===== config.mk =====
export PLATFORM = sky130hd
export DESIGN_NAME = casc_counter
export DESIGN_NICKNAME = d
export VERILOG_FILES = /design/src/rtl/cnt_pkg.sv /design/src/rtl/cnt_ctrl.sv /design/src/rtl/cnt_stage.sv /design/src/rtl/casc_counter.sv
export SDC_FILE = /design/constraint.sdc
export NUM_CORES = 1
export LEC_CHECK = 0
export CORE_MARGIN = 2
export CORE_UTILIZATION = 50
export DETAILED_ROUTE_END_ITERATION = 7
export DONT_BUFFER_PORTS = 1
export MAX_ROUTING_LAYER = met4
export PLACE_DENSITY_LB_ADDON = 0.08
export SLEW_MARGIN = 20
export SYNTH_ARGS = -nofsm -noshare
export SYNTH_HDL_FRONTEND = slang
export SYNTH_HIERARCHICAL = 1
export SYNTH_SLANG_ARGS = --single-unit

===== constraint.sdc =====
create_clock -name clk -period 3.6 [get_ports clk]
set_clock_uncertainty 0.1 [all_clocks]
set_input_delay 0.36 -clock clk [delete_from_list [all_inputs] [get_ports clk]]
set_output_delay 0.36 -clock clk [all_outputs]
set_load 0.02 [all_outputs]

===== src/rtl/cnt_pkg.sv =====
package cnt_pkg;
  typedef enum logic [1:0] {
    OP_HOLD  = 2'd0,
    OP_COUNT = 2'd1,
    OP_LOAD  = 2'd2,
    OP_CLEAR = 2'd3
  } cnt_op_e;
endpackage


===== src/rtl/cnt_ctrl.sv =====
// Resolves the synchronous controls into one operation, clear first.
module cnt_ctrl
  import cnt_pkg::*;
(
  input  logic    clr_n,
  input  logic    load_n,
  input  logic    en_p,
  input  logic    en_t,
  output cnt_op_e op
);
  always_comb begin
    if (!clr_n)            op = OP_CLEAR;
    else if (!load_n)      op = OP_LOAD;
    else if (en_p && en_t) op = OP_COUNT;
    else                   op = OP_HOLD;
  end
endmodule


===== src/rtl/cnt_stage.sv =====
// One counter slice: next-state logic, state register, qualified carry.
module cnt_stage
  import cnt_pkg::*;
#(
  parameter int STAGE_W = 4
) (
  input  logic               clk,
  input  logic               rst_n,
  input  logic               clr_n,
  input  logic               load_n,
  input  logic               en_p,
  input  logic               en_t,
  input  logic [STAGE_W-1:0] d,
  output logic [STAGE_W-1:0] q,
  output logic               rco
);
  cnt_op_e            op;
  logic [STAGE_W-1:0] q_r;
  logic [STAGE_W-1:0] q_nxt;
  logic               q_we;

  cnt_ctrl u_ctrl (
    .clr_n (clr_n),
    .load_n(load_n),
    .en_p  (en_p),
    .en_t  (en_t),
    .op    (op)
  );

  always_comb begin
    q_nxt = q_r;
    q_we  = 1'b1;
    case (op)
      OP_CLEAR: q_nxt = '0;
      OP_LOAD:  q_nxt = d;
      OP_COUNT: q_nxt = q_r + STAGE_W'(1);
      default:  q_we  = 1'b0;
    endcase
  end

  always_ff @(posedge clk or negedge rst_n) begin
    if (!rst_n)    q_r <= '0;
    else if (q_we) q_r <= q_nxt;
  end

  assign q   = q_r;
  assign rco = en_t & (&q_r);

  p_clear_zero_r2: assert property (@(posedge clk) disable iff (!rst_n)
    !clr_n |=> (q == '0));
  p_load_copy_r3: assert property (@(posedge clk) disable iff (!rst_n)
    (clr_n && !load_n) |=> (q == $past(d)));
  p_hold_r4: assert property (@(posedge clk) disable iff (!rst_n)
    (clr_n && load_n && !(en_p && en_t)) |=> $stable(q));
  p_step_r7: assert property (@(posedge clk) disable iff (!rst_n)
    (clr_n && load_n && en_p && en_t) |=> (q == STAGE_W'($past(q) + 1)));
endmodule


===== src/rtl/casc_counter.sv =====
// Chain of counter slices; each slice's carry drives the trickle enable above.
module casc_counter #(
  parameter int STAGE_W  = 4,
  parameter int N_STAGES = 3
) (
  input  logic                          clk,
  input  logic                          rst_n,
  input  logic                          clr_n,
  input  logic                          load_n,
  input  logic                          en_p,
  input  logic                          en_t,
  input  logic [STAGE_W*N_STAGES-1:0]   din,
  output logic [STAGE_W*N_STAGES-1:0]   count,
  output logic                          carry_out
);
  localparam int TOTAL_W = STAGE_W * N_STAGES;

  logic [N_STAGES:0] t_chain;
  assign t_chain[0] = en_t;

  for (genvar s = 0; s < N_STAGES; s++) begin : g_stage
    cnt_stage #(.STAGE_W(STAGE_W)) u_stage (
      .clk   (clk),
      .rst_n (rst_n),
      .clr_n (clr_n),
      .load_n(load_n),
      .en_p  (en_p),
      .en_t  (t_chain[s]),
      .d     (din[s*STAGE_W +: STAGE_W]),
      .q     (count[s*STAGE_W +: STAGE_W]),
      .rco   (t_chain[s+1])
    );
  end

  assign carry_out = t_chain[N_STAGES];

  p_carry_full_r5: assert property (@(posedge clk) disable iff (!rst_n)
    carry_out |-> (en_t && (count == {TOTAL_W{1'b1}})));
  p_cascade_step_r6: assert property (@(posedge clk) disable iff (!rst_n)
    (clr_n && load_n && en_p && en_t) |=> (count == TOTAL_W'($past(count) + 1)));
  p_park_freeze_r6: assert property (@(posedge clk) disable iff (!rst_n)
    (clr_n && load_n && !en_p) |=> $stable(count));
endmodule


==> flow_summary_export.csv, run 1 <==
group,metric,value,unit
worst_setup_path,r2r_end,"g_stage[2].u_stage/q[3]$_DFFE_PN0P_",
placement,dp_hpwl,1490,um
worst_setup_path,r2r-start,"g_stage[0].u_stage/q[0]$_DFFE_PN0P_",
synth,synth_flop_cell,"dfrtp_1",
worst_setup_path,r2r_setup_slack,1040,ps
global_route,antenna_found_initial,0,
power,p_switching,0.09176,mW
synth,synth-seq-cells,12,
worst_setup_path,r2r_cells,10,
detailed_routing,viasPerCell,5.922,
synth,synth_fp_nets,129,
power,intPower,0.2035,mW
final_layout,area_growth_syn_to_layout,7.143,%
global_route,grt_max_degree,13,
synth,synthDistinctLibCells,17,
timing,finalHoldViolCount,0,
synth,synth-edff-count,0,
clock_network,cts_buffer_depth,2,
power,power_switching_share,0.3108,
timing,worst_hold_slack,187.9,ps
worst_setup_path,cp.required,3700,ps
global_route,gr-total-overflow,0,
timing,period_share,0.7122,
synth,syn_avg_cell_area,9.024,um2
worst_setup_path,start_kind,"register",
clock_network,cts_sinks,12,
detailed_routing,drt_first_pass_iters,4,
clock_network,cts_tree,"built",
placement,place.gp.congestion,0.8147,
worst_setup_path,cp_slowest_cell,"dfrtp_1",
die,floorplan.initialDensity,0.5231,
worst_setup_path,worst_setup_path_end_kind,"register",
power,pwr-share-comb,0.170,
final_layout,layout.cells.non_filler,128,
die,core_area,0.001708,mm2
detailed_routing,drcViolationCount,0,
final_layout,largest_reg_flops,12,
clock_network,clock_latency,260,ps
worst_setup_path,crit_chain,"ha_1 > and4_1 > and4_1 > nand3_1 > nand2_1 > inv_1 > ha_1 > nand2_1 > or4_1 > nand3_1",
timing,period_needed,2564,ps
worst_setup_path,path_class,"register to register",
clock_network,clkSlewWorstSetupHoldPaths,70,ps
synth,synth_area,893.4,um2
die,die_w,46.27,um
detailed_routing,drtAntennaViolNets,0,
final_layout,antenna_cells,0,
power,leakagePower,0.4844,nW
run_status,outcome,"finished, final reports clean",
placement,port_buffers,0,
synth,yosysSeqAreaShare,0.3361,
clock_network,cts_resized,0,
power,finalPower,0.2952,mW
die,ios,31,
job,cap_viol_max_count,0,
timing,rsz0062_at_grt,"false",
placement,dpl_cell_area,924.6,um2
worst_setup_path,worst-path-buf-inv,1,
power,power_frac_seq,0.561,
worst_setup_path,path_max_fanout,5,
min_path,holdPathEnd,"g_stage[0].u_stage/q[3]$_DFFE_PN0P_",
detailed_routing,vias,758,
timing,tightestPinTransition,579.5,ps
global_route,grt_usage,0.2045,
timing,drv_slew,0,
detailed_routing,drtIter0Drc,10,
die,fp.dieH,46.27,um
clock_network,clock-root-buffer,"clkbuf_4",
die,fp-row-count,15,
synth,ys_warn_count,6,
min_path,hp-start,"din[3]",
power,ir_drop,271.8,uV
final_layout,drive_above_1_share,0.05825,
die,die-area,0.002141,mm2
global_route,grt_pass1_vias,729,
min_path,hold_class,"primary input to register",
detailed_routing,wl_per_cell,14.94,um
min_path,whs_path_depth,2,
timing,setup_viol,0,
power,p_clk_frac,0.269,
timing,slew_headroom,0.6124,
power,p_per_area,308.4,mW/mm2
final_layout,final_cell_area,957.2,um2
global_route,grt_pass1_wl,3036,um
clock_network,cts_hold_buffers,1,
timing,max_freq,390.0,MHz
detailed_routing,wl,1912,um
synth,synthCells,99,
worst_setup_path,crit_arrival,2660,ps
final_layout,fin_nets,135,
clock_network,cts_buffers,3,
clock_network,htreeDepth,1,
timing,setup_tns,0,ps
clock_network,cts_setup_buffers,0,
worst_setup_path,critPathMaxStageDelay,530,ps
final_layout,fillerInstances,157,
synth,async_flop_share,1.000,
placement,dp_cells,124,
worst_setup_path,cp_top_family,"simple AND/OR/NAND/NOR gates",
cell families after synthesis:
group | Yosys count | share of synthesized area
DFF | 12 | 0.3361
and+or+nand+nor | 45 | 0.2899
buffers and inverters | 9 | 0.03781
adders and majority gates | 12 | 0.1681
AOI/OAI and AO/OA | 21 | 0.1681
through the flow:
stage,utilization,setup slack (ps)
global route,0.5604,870.8
CTS,0.5604,1032
detailed placement,0.5414,1060
finish,0.5604,1036
floorplan,-,1266
global placement,0.5414,1146
metal layers:
| layer | wire (um) | global-route usage | share of wire |
|---|---|---|---|
| met5 | 0 | - | 0 |
| met4 | 13 | 0.06857 | 0.0068 |
| met3 | 97 | 0.03922 | 0.051 |
| met2 | 900 | 0.3111 | 0.47 |
| met1 | 901 | 0.2712 | 0.47 |
cell usage in the layout (no fill, tap or decap):
master	netlist	layout
dfrtp_1	12	12
o21ai_0	6	6
ha_1	12	12
a32oi_1	3	3
and4_1	3	3
nand2_1	15	15
a211o_1	3	3
dlygate4sd3_1	0	1
or4_1	3	3
nand2b_1	3	3
o21bai_1	3	3
inv_1	9	9
nand3_1	9	9
nor4b_1	3	3
and3_1	3	3
clkbuf_4	0	3
nor2b_2	3	3
nand4_1	3	3
a22oi_1	6	6
cells in the mapped netlist (all sizes together), types with 6 or more instances:
library cell	count	area (um2)
inv	9	33.78
nand2	15	56.30
o21ai	6	30.03
a22oi	6	45.04
ha	12	150.1
dfrtp	12	300.3
nand3	9	45.04
power groups by stage:
stage               Sequential (mW)  Combinational, mW  Clock (mW)
floorplan                     0.165             0.0384           0
global placement              0.168             0.0451           0
detailed placement            0.169             0.0462           0
CTS                           0.166             0.0500      0.0857
global route                  0.167             0.0584      0.0909
finish                        0.166             0.0501      0.0794
cell type report:
type                       instances  area, um2  area share
multi-input combinational         78      559.3      0.5843
sequential                        12      300.3      0.3137
inverter                           9      33.78     0.03529
tap                               25      31.28     0.03268
clock buffer                       3      22.52     0.02353
timing repair buffer               1      10.01     0.01046
how the worst max path moves through the flow:
stage / cells after the start / slack, ps / start / end
floorplan: 10 / 1270 / g_stage[0].u_stage/q[0]$_DFFE_PN0P_ / g_stage[2].u_stage/q[2]$_DFFE_PN0P_
global placement: 10 / 1150 / g_stage[0].u_stage/q[0]$_DFFE_PN0P_ / g_stage[2].u_stage/q[2]$_DFFE_PN0P_
detailed placement: 10 / 1060 / g_stage[0].u_stage/q[0]$_DFFE_PN0P_ / g_stage[2].u_stage/q[3]$_DFFE_PN0P_
CTS: 10 / 1030 / g_stage[0].u_stage/q[0]$_DFFE_PN0P_ / g_stage[2].u_stage/q[3]$_DFFE_PN0P_
global route: 10 / 870 / g_stage[0].u_stage/q[0]$_DFFE_PN0P_ / g_stage[2].u_stage/q[3]$_DFFE_PN0P_
finish: 10 / 1040 / g_stage[0].u_stage/q[0]$_DFFE_PN0P_ / g_stage[2].u_stage/q[3]$_DFFE_PN0P_
(Power assumes the default switching activity.)
==> inputs of run 2 (changes only) <==
==> constraint.sdc (replaced) <==
create_clock -name clk -period 2.3 [get_ports clk]
set_clock_uncertainty 0.1 [all_clocks]
set_input_delay 0.23 -clock clk [delete_from_list [all_inputs] [get_ports clk]]
set_output_delay 0.23 -clock clk [all_outputs]
set_load 0.02 [all_outputs]
==> flow_summary_export.csv, run 2 (synthesized netlist as in run 1, its figures left out) <==
group,metric,value,unit
job,cap_viol_max_count,0,
timing,setup_tns,0,ps
worst_setup_path,worst_setup_path_end_kind,"register",
final_layout,fin_nets,144,
placement,port_buffers,0,
detailed_routing,wl,2014,um
detailed_routing,viasPerCell,5.659,
final_layout,largest_reg_flops,12,
timing,drv_slew,0,
worst_setup_path,cp.required,2410,ps
worst_setup_path,crit_arrival,2280,ps
clock_network,cts_sinks,12,
final_layout,final_cell_mix,"13 x nand2_1, 10 x ha_1, 10 x dfrtp_1, 9 x nand3_1, 9 x buf_4",
die,floorplan.initialDensity,0.5231,
timing,tightestPinTransition,581.5,ps
global_route,grt_usage,0.2283,
timing,setup_viol,0,
final_layout,antenna_cells,0,
power,ir_drop,283.7,uV
clock_network,clock_latency,270,ps
global_route,grt_pass1_vias,757,
die,die-area,0.002141,mm2
final_layout,area_growth_syn_to_layout,18.77,%
run_status,outcome,"finished, final reports clean",
placement,dp_cells,132,
die,die_w,46.27,um
detailed_routing,drt_first_pass_iters,4,
timing,period_share,0.9441,
worst_setup_path,path_max_fanout,4,
die,fp.dieH,46.27,um
worst_setup_path,path_class,"register to register",
global_route,grt_max_degree,13,
clock_network,cts_buffer_depth,2,
worst_setup_path,r2r_cells,10,
clock_network,clkSlewWorstSetupHoldPaths,80,ps
final_layout,layout.cells.non_filler,138,
timing,max_freq,460.5,MHz
die,core_area,0.001708,mm2
timing,period_needed,2171,ps
min_path,hold_class,"primary input to register",
power,p_per_area,467.7,mW/mm2
power,leakagePower,0.5274,nW
die,ios,31,
final_layout,layout_commonest_cell,"nand2_1",
clock_network,htreeDepth,1,
placement,dp_slack,-3.123,ps
min_path,whs_path_depth,2,
clock_network,clock-root-buffer,"clkbuf_4",
timing,fin_ws,128.5,ps
worst_setup_path,start_kind,"register",
timing,finalHoldViolCount,0,
placement,dp_hpwl,1597,um
power,finalPower,0.4963,mW
clock_network,cts_tree,"built",
detailed_routing,vias,781,
final_layout,drive_above_1_share,0.1947,
global_route,antenna_found_initial,0,
global_route,gr-total-overflow,0,
global_route,grt_pass1_wl,3381,um
timing,rsz0062_at_grt,"false",
clock_network,cts_buffers,3,
detailed_routing,wl_per_cell,14.59,um
die,fp-row-count,15,
detailed_routing,drcViolationCount,0,
detailed_routing,drtIter0Drc,17,
detailed_routing,drtAntennaViolNets,0,
timing,slew_headroom,0.6110,
placement,place.gp.congestion,0.7669,
-- run 2: cell types whose count changed in the layout (fill, tap and decap cells not counted), sizes merged --
cell,before,now
clkbuf,3,4
buf,0,9
-- run 2: layout make-up --
| type | count | area (um2) |
|---|---|---|
| clock buffer | 4 | 26.28 |
| timing repair buffer | 10 | 77.57 |
| tap | 25 | 31.28 |
| sequential | 12 | 302.8 |
| fill | 171 | 646.9 |
| inverter | 9 | 33.78 |
| multi-input combinational | 78 | 589.3 |
-- run 2: power breakdown --
group	switching (mW)	internal, mW	leakage [nW]
Sequential	0.0180	0.225	0.159
Combinational	0.0670	0.0491	0.353
Clock	0.0704	0.0672	0.0150
-- run 2: critical path, stage by stage, from the launching register on --
cell     delay, ps
dfrtp_2        390
ha_4           140
and4_1         180
and4_1         200
nand3_1         80
nand2_2         90
inv_2           50
ha_4           270
nand2_2         50
or4_1          460
nand3_1         80
-- run 2: routing by layer --
| metal | share of wire | global-route usage | vias up |
|---|---|---|---|
| met5 | 0 | - | - |
| met4 | 0.0094 | 0.08571 | 0 |
| met3 | 0.054 | 0.04706 | 2 |
| met2 | 0.47 | 0.3417 | 17 |
| met1 | 0.46 | 0.3007 | 363 |
| li1 | - | - | 399 |
-- run 2: timing repair --
action                     4_1_cts  5_1_grt
pin swaps                        0        1
hold buffers                     1        0
setup endpoints to repair        1        2
hold endpoints to repair        12        0
resized for setup                1        5
setup buffers                    0        1
-- run 2: per-stage QoR --
| stage | hold WS (ps) | area, um2 | util |
|---|---|---|---|
| 5_1_grt | 38.68 | 1061 | 0.6212 |
| 3_5_place_dp | -165.3 | 987.2 | 0.5780 |
| 3_3_place_gp | -165.3 | 987.2 | 0.5780 |
| 2_1_floorplan | -165.6 | 895.9 | - |
| 6_report | 38.00 | 1061 | 0.6212 |
| 4_1_cts | 30.91 | 1036 | 0.6066 |
-- run 2: final timing paths --
| kind | start | end | slack (ps) |
|---|---|---|---|
| worst max-delay path | g_stage[0].u_stage/q[0]$_DFFE_PN0P_ | g_stage[2].u_stage/q[3]$_DFFE_PN0P_ | 130 |
| worst min-delay path | din[3] | g_stage[0].u_stage/q[3]$_DFFE_PN0P_ | 40 |
| worst max register to register | g_stage[0].u_stage/q[0]$_DFFE_PN0P_ | g_stage[2].u_stage/q[3]$_DFFE_PN0P_ | 130 |
| worst min register to register | g_stage[1].u_stage/q[1]$_DFFE_PN0P_ | g_stage[1].u_stage/q[1]$_DFFE_PN0P_ | 550 |
| max in group asynchronous | rst_n | g_stage[0].u_stage/q[0]$_DFFE_PN0P_ | 1400 |
| min in group asynchronous | rst_n | g_stage[2].u_stage/q[0]$_DFFE_PN0P_ | 290 |
